File: src/rtl/comblock_pkg.sv
package comblock_pkg;

  // Progress state; the encoding is also the externally visible progress code
  typedef enum logic [1:0] {
    ST_IDLE = 2'b00,
    ST_ONE  = 2'b01,
    ST_TWO  = 2'b10,
    ST_OPEN = 2'b11
  } lock_state_e;

  localparam int NUM_STEPS = 3;

  localparam logic DIR_LEFT  = 1'b0;
  localparam logic DIR_RIGHT = 1'b1;

endpackage

File: src/rtl/comblock_match.sv
// Compares one dial operation against a single fixed step of the combination.
module comblock_match #(
  parameter int               VAL_W   = 5,
  parameter logic [VAL_W-1:0] REF_VAL = '0,
  parameter logic             REF_DIR = 1'b1
) (
  input  logic             dir_i,
  input  logic [VAL_W-1:0] val_i,
  output logic             hit_o
);

  always_comb begin
    hit_o = (dir_i == REF_DIR) && (val_i == REF_VAL);
  end

endmodule

File: src/rtl/comblock_next.sv
// Next-state logic of the lock sequencer.
module comblock_next
  import comblock_pkg::*;
(
  input  lock_state_e          cur_i,
  input  logic                 relock_i,
  input  logic                 strobe_i,
  input  logic [NUM_STEPS-1:0] hit_i,
  output lock_state_e          nxt_o
);

  lock_state_e restart;

  // Fallback after a mismatch: a first-step match restarts the sequence
  always_comb begin
    restart = hit_i[0] ? ST_ONE : ST_IDLE;
  end

  always_comb begin
    nxt_o = cur_i;
    if (relock_i) begin
      nxt_o = ST_IDLE;
    end else if (strobe_i) begin
      unique case (cur_i)
        ST_IDLE: nxt_o = restart;
        ST_ONE:  nxt_o = hit_i[1] ? ST_TWO  : restart;
        ST_TWO:  nxt_o = hit_i[2] ? ST_OPEN : restart;
        ST_OPEN: nxt_o = ST_OPEN;
        default: nxt_o = ST_IDLE;
      endcase
    end
  end

endmodule

File: src/rtl/comblock_top.sv
// Ordered dial combination lock: three direction/value steps open the lock.
module comblock_top
  import comblock_pkg::*;
#(
  parameter int               VAL_W  = 5,
  parameter logic [VAL_W-1:0] STEP0_VAL = 5'd13,
  parameter logic             STEP0_DIR = 1'b1,
  parameter logic [VAL_W-1:0] STEP1_VAL = 5'd22,
  parameter logic             STEP1_DIR = 1'b0,
  parameter logic [VAL_W-1:0] STEP2_VAL = 5'd3,
  parameter logic             STEP2_DIR = 1'b1
) (
  input  logic             clk,
  input  logic             rst_n,
  input  logic             relock_i,
  input  logic             strobe_i,
  input  logic             dir_i,
  input  logic [VAL_W-1:0] val_i,
  output logic             open_o,
  output logic [1:0]       progress_o
);

  localparam logic [VAL_W-1:0] STEP_VALS [NUM_STEPS] = '{STEP0_VAL, STEP1_VAL, STEP2_VAL};
  localparam logic             STEP_DIRS [NUM_STEPS] = '{STEP0_DIR, STEP1_DIR, STEP2_DIR};

  logic [NUM_STEPS-1:0] step_hit;
  lock_state_e          state_q;
  lock_state_e          state_d;
  logic                 state_en;

  for (genvar g = 0; g < NUM_STEPS; g++) begin : g_step
    comblock_match #(
      .VAL_W   (VAL_W),
      .REF_VAL (STEP_VALS[g]),
      .REF_DIR (STEP_DIRS[g])
    ) u_match (
      .dir_i (dir_i),
      .val_i (val_i),
      .hit_o (step_hit[g])
    );
  end

  comblock_next u_next (
    .cur_i    (state_q),
    .relock_i (relock_i),
    .strobe_i (strobe_i),
    .hit_i    (step_hit),
    .nxt_o    (state_d)
  );

  // State only moves on a strobe or a relock
  always_comb begin
    state_en = strobe_i | relock_i;
  end

  always_ff @(posedge clk or negedge rst_n) begin
    if (!rst_n) begin
      state_q <= ST_IDLE;
    end else if (state_en) begin
      state_q <= state_d;
    end
  end

  // Outputs decoded from the state alone
  always_comb begin
    open_o     = (state_q == ST_OPEN);
    progress_o = state_q;
  end

endmodule

File: config.mk
export PLATFORM = sky130hd
export DESIGN_NAME = comblock_top
export DESIGN_NICKNAME = d
export VERILOG_FILES = /design/src/rtl/comblock_pkg.sv /design/src/rtl/comblock_match.sv /design/src/rtl/comblock_next.sv /design/src/rtl/comblock_top.sv
export SDC_FILE = /design/constraint.sdc
export NUM_CORES = 1
export LEC_CHECK = 0
export ABC_CLOCK_PERIOD_IN_PS = 1700
export BUFFER_PORTS_ARGS = -buffer_cell sky130_fd_sc_hd__buf_2
export CORE_AREA = 10 10 47 49
export DETAILED_ROUTE_END_ITERATION = 12
export DIE_AREA = 0 0 57 59
export PLACE_DENSITY = 0.35
export RECOVER_POWER = 25
export SLEW_MARGIN = 25
export SYNTH_ARGS = -nofsm -noshare
export SYNTH_HDL_FRONTEND = slang
export SYNTH_SLANG_ARGS = --single-unit
File: constraint.sdc
create_clock -name clk -period 1.7 [get_ports clk]
set_input_delay 0.085 -clock clk [delete_from_list [all_inputs] [get_ports clk]]
set_output_delay 0.085 -clock clk [all_outputs]
set_load 0.02 [all_outputs]
==> impl_metrics.sql, run 1 <==
INSERT INTO impl_metrics (metric_group, metric, value, unit) VALUES
('floorplanning', 'dieHeight', '59', 'µm'),
('clock_tree', 'cts_buffer_count', '3', ''),
('final_layout', 'post-route-util', '19.6', '%'),
('final_layout', 'final_layout_size_suffix_gt1_share', '53.1', '%'),
('critical_path', 'regToRegSetupSlack', '730', 'ps'),
('place', 'port_buffers', '12', ''),
('routing', 'dr.pass1.iters', '2', ''),
('logic_synthesis', 'post_synth_instance_area', '163', 'µm²'),
('logic_synthesis', 'synth_top_cells_by_count', 'sky130_fd_sc_hd__a21oi_1, sky130_fd_sc_hd__dfrtp_1', ''),
('clock_tree', 'clock_tree.buffer_depth', '2', ''),
('clock_tree', 'cell_chosen_for_the_clock_root', 'sky130_fd_sc_hd__clkbuf_4', ''),
('clock_tree', 'tritoncts', 'yes', ''),
('logic_synthesis', 'yosys.area.top_type_share', '30.8', '%'),
('timing', 'final.setup_skew', '1.69', 'ps'),
('pwr', 'vdd_ir_drop_max', '0.138', 'mV'),
('place', 'placed_area', '243', 'µm²'),
('job', 'maxCapViolations', '0', ''),
('worst_hold_path', 'worst_hold_startpoint', 'relock_i', ''),
('routing', 'via_per_inst', '4.06', ''),
('critical_path', 'reg2regPathDepth', '3', ''),
('global_route', 'first_global_vias', '236', ''),
('final_layout', 'insertedDiodeCount', '0', ''),
('run_status', 'outcome', 'completed', ''),
('critical_path', 'cp_data_required_time', '1620', 'ps'),
('floorplanning', 'num_rows', '14', ''),
('routing', 'drtIter0Drc', '1', ''),
('timing', 'finalCritPeriodShare', '62.2', '%'),
('pwr', 'total_power', '0.175', 'mW'),
('logic_synthesis', 'synthesis.yosys.warnings', '0', ''),
('floorplanning', 'core-area', '1400', 'µm²'),
('global_route', 'grt_use_total', '3.97', '%'),
('routing', 'drt_wl_total', '583', 'µm'),
('final_layout', 'finish.instance_area', '274', 'µm²'),
('logic_synthesis', 'synthDominantAreaCellType', 'sky130_fd_sc_hd__dfrtp_1', ''),
('timing', 'tightest_slew', '204', 'ps'),
('timing', 'setup-violations-final', '0', ''),
('logic_synthesis', 'synth.yosys.seq_area_share', '30.8', '%'),
('logic_synthesis', 'netlist-cell-type-count', '14', ''),
('critical_path', 'timing.rr.end', 'progress_o[1]', ''),
('critical_path', 'path_class', 'register to output pin', ''),
('timing', 'fin_crit', '1060', 'ps'),
('clock_tree', 'htree_num_levels', '1', ''),
('pwr', 'leakage', '0.135', 'nW'),
('critical_path', 'cp_slowest_stage_delay', '400', 'ps'),
('logic_synthesis', 'share_of_flip_flops_with_an_asynchronous_set_or_reset_after_synthesis', '100', '%'),
('pwr', 'power-per-cell-area', '639', 'nW/µm²'),
('global_route', 'grt_overflow', '0', ''),
('final_layout', 'sequential_cell_area', '50.0', 'µm²'),
('critical_path', 'critPathArrivalTime', '970', 'ps'),
('floorplanning', 'die-area', '3360', 'µm²'),
('timing', 'setup_tns', '0', 'ps'),
('critical_path', 'worst_setup_path_end_kind', 'output pin', ''),
('logic_synthesis', 'synth_top_flop_cell', 'sky130_fd_sc_hd__dfrtp_1', ''),
('clock_tree', 'cts_sinks', '2', ''),
('critical_path', 'critical_path_s_slowest_cell', 'sky130_fd_sc_hd__dfrtp_1', ''),
('clock_tree', 'clk-insertion-delay-late', '220', 'ps'),
('worst_hold_path', 'min_path_type', 'input port to register', ''),
('floorplanning', 'die_width', '57', 'µm'),
('critical_path', 'worstSetupPathDepth', '2', ''),
('floorplanning', 'start_util', '11.6', '%'),
('routing', 'drc', '0', ''),
('logic_synthesis', 'synth_seq_cells', '2', ''),
('critical_path', 'timing.critical_path.from_type', 'register', ''),
('clock_tree', 'worst_setup_hold_path_clk_slew', '30', 'ps'),
('place', 'place_hpwl', '517', 'µm'),
('routing', 'vias', '195', ''),
('worst_hold_path', 'worst_hold_path.num_cells', '2', ''),
('timing', 'relSlewSlack', '86.3', '%'),
('critical_path', 'worst_path_dominant_cell_family', 'flip-flops', ''),
('global_route', 'first_pass_grt_wire_length', '979', 'µm'),
('logic_synthesis', 'synth_edf_count', '0', '');
cells in the final DEF, fill, tap and decap left out, types with 2 or more instances in the layout:
cell	n
sky130_fd_sc_hd__a21oi_1	2
sky130_fd_sc_hd__buf_2	11
sky130_fd_sc_hd__dfrtp_1	2
sky130_fd_sc_hd__clkbuf_4	3
per-layer routing:
| layer | vias up | share of wire (%) | track usage, % |
|---|---|---|---|
| li1 | 96 | - | - |
| met4 | 0 | 1.4 | 4.03 |
| met2 | 13 | 34 | 4.19 |
| met1 | 84 | 52 | 4.63 |
| met3 | 2 | 13 | 3.00 |
| met5 | - | 0 | 0 |
power breakdown:
part | switching, mW | internal, mW | total, mW
Clock | 0.0247 | 0.0776 | 0.102
Sequential | 0.000184 | 0.0481 | 0.0483
Combinational | 0.0106 | 0.0138 | 0.0244
Total | 0.0354 | 0.140 | 0.175
metrics by stage:
stage                     cells  worst slack [ps]  hold slack, ps
after floorplan              16               675            -211
after global placement       44               743            -128
after detailed placement     44               730            -126
after CTS                    48               624            36.6
after global routing         48               594            49.7
final                        48               643            38.0
worst max-delay path by stage:
stage | from | end | slack, ps
6_report | progress_o[1] | open_o | 640
3_3_place_gp | progress_o[0] | progress_o[1] | 740
5_1_grt | progress_o[0] | open_o | 590
4_1_cts | progress_o[1] | open_o | 620
3_5_place_dp | progress_o[0] | progress_o[1] | 730
2_1_floorplan | progress_o[0] | progress_o[1] | 680
worst register-to-register path, delay by kind of cell, from the launching register on:
| kind | cells | cell delay [ps] |
|---|---|---|
| AOI/OAI and AO/OA | 2 | 210 |
| DFF | 1 | 410 |
| and+or+nand+nor | 1 | 220 |
area by class of cell:
type                    count  area share (%)
well taps                  16            7.31
clock buffers               3            8.22
multi-input cells          14            41.1
repair buffers             13            25.1
flip-flops and latches      2            18.3
what timing repair did:
item | 4_1_cts | 5_1_grt
gates resized for setup | 0 | 0
buffers inserted | 0 | 0
endpoints found under the hold margin | 2 | 0
hold buffers | 1 | 0
cells by family after synthesis:
group | after synthesis | synth area share, %
and+or+nand+nor | 9 | 46.9
AOI/OAI and AO/OA | 5 | 22.3
DFF | 2 | 30.8
(Power assumes the default switching activity.)
==> run 2: changes to the inputs <==
--- a/config.mk
+++ b/config.mk
@@ -5,12 +5,13 @@
 export SDC_FILE = /design/constraint.sdc
 export NUM_CORES = 1
 export LEC_CHECK = 0
-export ABC_CLOCK_PERIOD_IN_PS = 1700
+export ABC_AREA = 1
+export ABC_CLOCK_PERIOD_IN_PS = 940
 export BUFFER_PORTS_ARGS = -buffer_cell sky130_fd_sc_hd__buf_2
 export CORE_AREA = 10 10 47 49
 export DETAILED_ROUTE_END_ITERATION = 12
 export DIE_AREA = 0 0 57 59
-export PLACE_DENSITY = 0.35
+export PLACE_DENSITY = 0.38
 export RECOVER_POWER = 25
 export SLEW_MARGIN = 25
 export SYNTH_ARGS = -nofsm -noshare
==> constraint.sdc (replaced) <==
create_clock -name clk -period 0.94 [get_ports clk]
set_input_delay 0.047 -clock clk [delete_from_list [all_inputs] [get_ports clk]]
set_output_delay 0.047 -clock clk [all_outputs]
set_load 0.02 [all_outputs]
==> impl_metrics.sql, run 2 <==
INSERT INTO impl_metrics (metric_group, metric, value, unit) VALUES
('logic_synthesis', 'synthDominantAreaCellType', 'sky130_fd_sc_hd__dfrtp_1', ''),
('floorplanning', 'num_rows', '14', ''),
('worst_hold_path', 'min_path_type', 'input port to register', ''),
('logic_synthesis', 'synth_seq_cells', '2', ''),
('clock_tree', 'cts_buffer_count', '3', ''),
('logic_synthesis', 'synth.yosys.seq_area_share', '27.4', '%'),
('floorplanning', 'start_util', '13.0', '%'),
('final_layout', 'largest_register_ff_count', '2', ''),
('logic_synthesis', 'synthesis.area_per_instance', '5.22', 'µm²'),
('critical_path', 'worst_setup_path_end_kind', 'output pin', ''),
('critical_path', 'path_max_fanout', '3', ''),
('timing', 'fin_hold_ws', '71.4', 'ps'),
('timing', 'finalCritPeriodShare', '106', '%'),
('pwr', 'leakage', '0.215', 'nW'),
('critical_path', 'timing.critical_path.from_type', 'register', ''),
('routing', 'drtIter0Drc', '1', ''),
('clock_tree', 'cts_sinks', '2', ''),
('clock_tree', 'cell_chosen_for_the_clock_root', 'sky130_fd_sc_hd__clkbuf_4', ''),
('floorplanning', 'die-area', '3360', 'µm²'),
('logic_synthesis', 'netlist-cell-type-count', '9', ''),
('clock_tree', 'worst_setup_hold_path_clk_slew', '40', 'ps'),
('global_route', 'first_pass_grt_wire_length', '1040', 'µm'),
('final_layout', 'multi_input_comb_area', '108', 'µm²'),
('clock_tree', 'tritoncts', 'yes', ''),
('final_layout', 'stdcell_count', '70', ''),
('global_route', 'grt_antenna_before_repair', '0', ''),
('timing', 'final.setup.worst_slack', '-53.1', 'ps'),
('critical_path', 'critPathArrivalTime', '950', 'ps'),
('timing', 'fin_crit', '993', 'ps'),
('routing', 'vias', '261', ''),
('final_layout', 'finish.instance_area', '343', 'µm²'),
('timing', 'final.setup_skew', '10.4', 'ps'),
('timing', 'clock.fmax', '1010', 'MHz'),
('place', 'placed_area', '272', 'µm²'),
('timing', 'relSlewSlack', '88.4', '%'),
('logic_synthesis', 'synth_top_cells_by_count', 'sky130_fd_sc_hd__nand2_1, sky130_fd_sc_hd__inv_1, sky130_fd_sc_hd__nor2_1, sky130_fd_sc_hd__a21oi_1, sky130_fd_sc_hd__dfrtp_1', ''),
('logic_synthesis', 'yosys.area.top_type_share', '27.4', '%'),
('logic_synthesis', 'synth_edf_count', '0', ''),
('final_layout', 'fin_nets', '65', ''),
('logic_synthesis', 'synthesis.yosys.warnings', '0', ''),
('timing', 'setup_tns', '-71.9', 'ps'),
('timing', 'rsz0062_at_grt', 'yes', ''),
('place', 'placed_cells_incl_taps', '64', ''),
('routing', 'antenna_violating_nets_post_route', '0', ''),
('timing', 'tightest_slew', '174', 'ps'),
('critical_path', 'reg2regPathDepth', '7', ''),
('run_status', 'outcome', 'finished, violations left', ''),
('timing', 'setup-violations-final', '2', ''),
('worst_hold_path', 'worst_hold_path.num_cells', '4', ''),
('final_layout', 'post-route-util', '24.5', '%'),
('routing', 'drc', '0', ''),
('place', 'port_buffers', '12', ''),
('global_route', 'grt_use_total', '3.97', '%'),
('logic_synthesis', 'yosysMostFrequentCell', 'sky130_fd_sc_hd__nand2_1', ''),
('critical_path', 'cp_data_required_time', '890', 'ps'),
('place', 'dp_worst_setup_slack', '52.1', 'ps'),
('run_status', 'violated_checks', 'setup timing', ''),
('critical_path', 'path_class', 'register to output pin', ''),
('pwr', 'total_power', '0.382', 'mW'),
('routing', 'drt_wl_total', '626', 'µm'),
('final_layout', 'area_growth', '87.7', '%'),
('clock_tree', 'clk-insertion-delay-late', '230', 'ps'),
('floorplanning', 'die_width', '57', 'µm'),
('clock_tree', 'htree_num_levels', '1', ''),
('final_layout', 'sequential_cell_area', '51.3', 'µm²'),
('job', 'maxCapViolations', '0', ''),
('place', 'place_hpwl', '518', 'µm'),
('floorplanning', 'core-area', '1400', 'µm²'),
('pwr', 'vdd_ir_drop_max', '0.389', 'mV'),
('place', 'place_congestion', '0.702', ''),
('logic_synthesis', 'share_of_flip_flops_with_an_asynchronous_set_or_reset_after_synthesis', '100', '%'),
('logic_synthesis', 'netlist_top_cells_area', 'sky130_fd_sc_hd__dfrtp_1, sky130_fd_sc_hd__nand2_1, sky130_fd_sc_hd__inv_1', ''),
('routing', 'routedWlPerCell', '8.94', 'µm'),
('final_layout', 'insertedDiodeCount', '0', ''),
('floorplanning', 'dieHeight', '59', 'µm'),
('timing', 'hold_violations', '0', ''),
('final_layout', 'final_layout_size_suffix_gt1_share', '38.9', '%'),
('floorplanning', 'number_of_top_level_pins', '13', ''),
('routing', 'dr.pass1.iters', '3', ''),
('global_route', 'grt_overflow', '0', ''),
('final_layout', 'layout_common_cells', 'sky130_fd_sc_hd__nand2_1, sky130_fd_sc_hd__inv_1, sky130_fd_sc_hd__buf_2, sky130_fd_sc_hd__nor2_1', ''),
('pwr', 'power-per-cell-area', '1110', 'nW/µm²'),
('logic_synthesis', 'post_synth_instance_area', '183', 'µm²'),
('logic_synthesis', 'syn-num-nets', '45', ''),
('clock_tree', 'clock_tree.buffer_depth', '2', ''),
('routing', 'via_per_inst', '3.73', ''),
('logic_synthesis', 'synth_top_flop_cell', 'sky130_fd_sc_hd__dfrtp_1', ''),
('logic_synthesis', 'synthesized_instance_count', '35', ''),
('global_route', 'grt_max_degree', '5', ''),
('global_route', 'first_global_vias', '264', ''),
('timing', 'drv_slew', '0', ''),
('final_layout', 'layout.filler_cells', '179', ''),
('final_layout', 'final_common_cell', 'sky130_fd_sc_hd__nand2_1', '');
[run 2: layout make-up]
| cell class | instances | area share, % |
|---|---|---|
| timing repair buffer | 15 | 29.2 |
| clock buffer | 4 | 7.66 |
| tap | 16 | 5.84 |
| multi-input combinational | 23 | 31.4 |
| inverter | 10 | 10.9 |
| sequential | 2 | 15.0 |
[run 2: worst paths after layout]
kind / from / endpoint / slack (ps)
setup / recovery: progress_o[0] / open_o / -50
hold / removal: relock_i / progress_o[1] / 70
setup reg to reg: progress_o[0] / progress_o[1] / -20
hold reg to reg: progress_o[1] / progress_o[0] / 590
max in group asynchronous: rst_n / progress_o[0] / 670
min in group asynchronous: rst_n / progress_o[0] / 130
[run 2: what timing repair did]
item / in CTS / in global routing
gates resized for setup: 6 / 3
endpoints found under the hold margin: 2 / 0
setup endpoints to repair: 2 / 3
gates cloned: 0 / 0
hold buffers: 1 / 0
setup buffers: 1 / 0
[run 2: power breakdown]
group	internal [mW]	switching, mW
Clock	0.158	0.0592
Sequential	0.0891	0.00136
Combinational	0.0364	0.0372
[run 2: cell families after synthesis]
| family | share of synthesized area, % |
|---|---|
| flops | 27.4 |
| buf+inv | 20.6 |
| compound gates | 8.22 |
| simple gates | 43.8 |
[run 2: critical path, cell delays in order, from the launching register on]
cell	delay, ps
sky130_fd_sc_hd__dfrtp_2	390
sky130_fd_sc_hd__buf_6	130
sky130_fd_sc_hd__nand2_4	40
sky130_fd_sc_hd__inv_2	30
sky130_fd_sc_hd__buf_6	120
[run 2: metal layers]
layer	wire, µm	part of all wire (%)	GRT usage [%]
met5	0	0	0
met4	6	0.96	3.02
met3	72	12	3.22
met2	281	45	5.43
met1	265	42	3.90
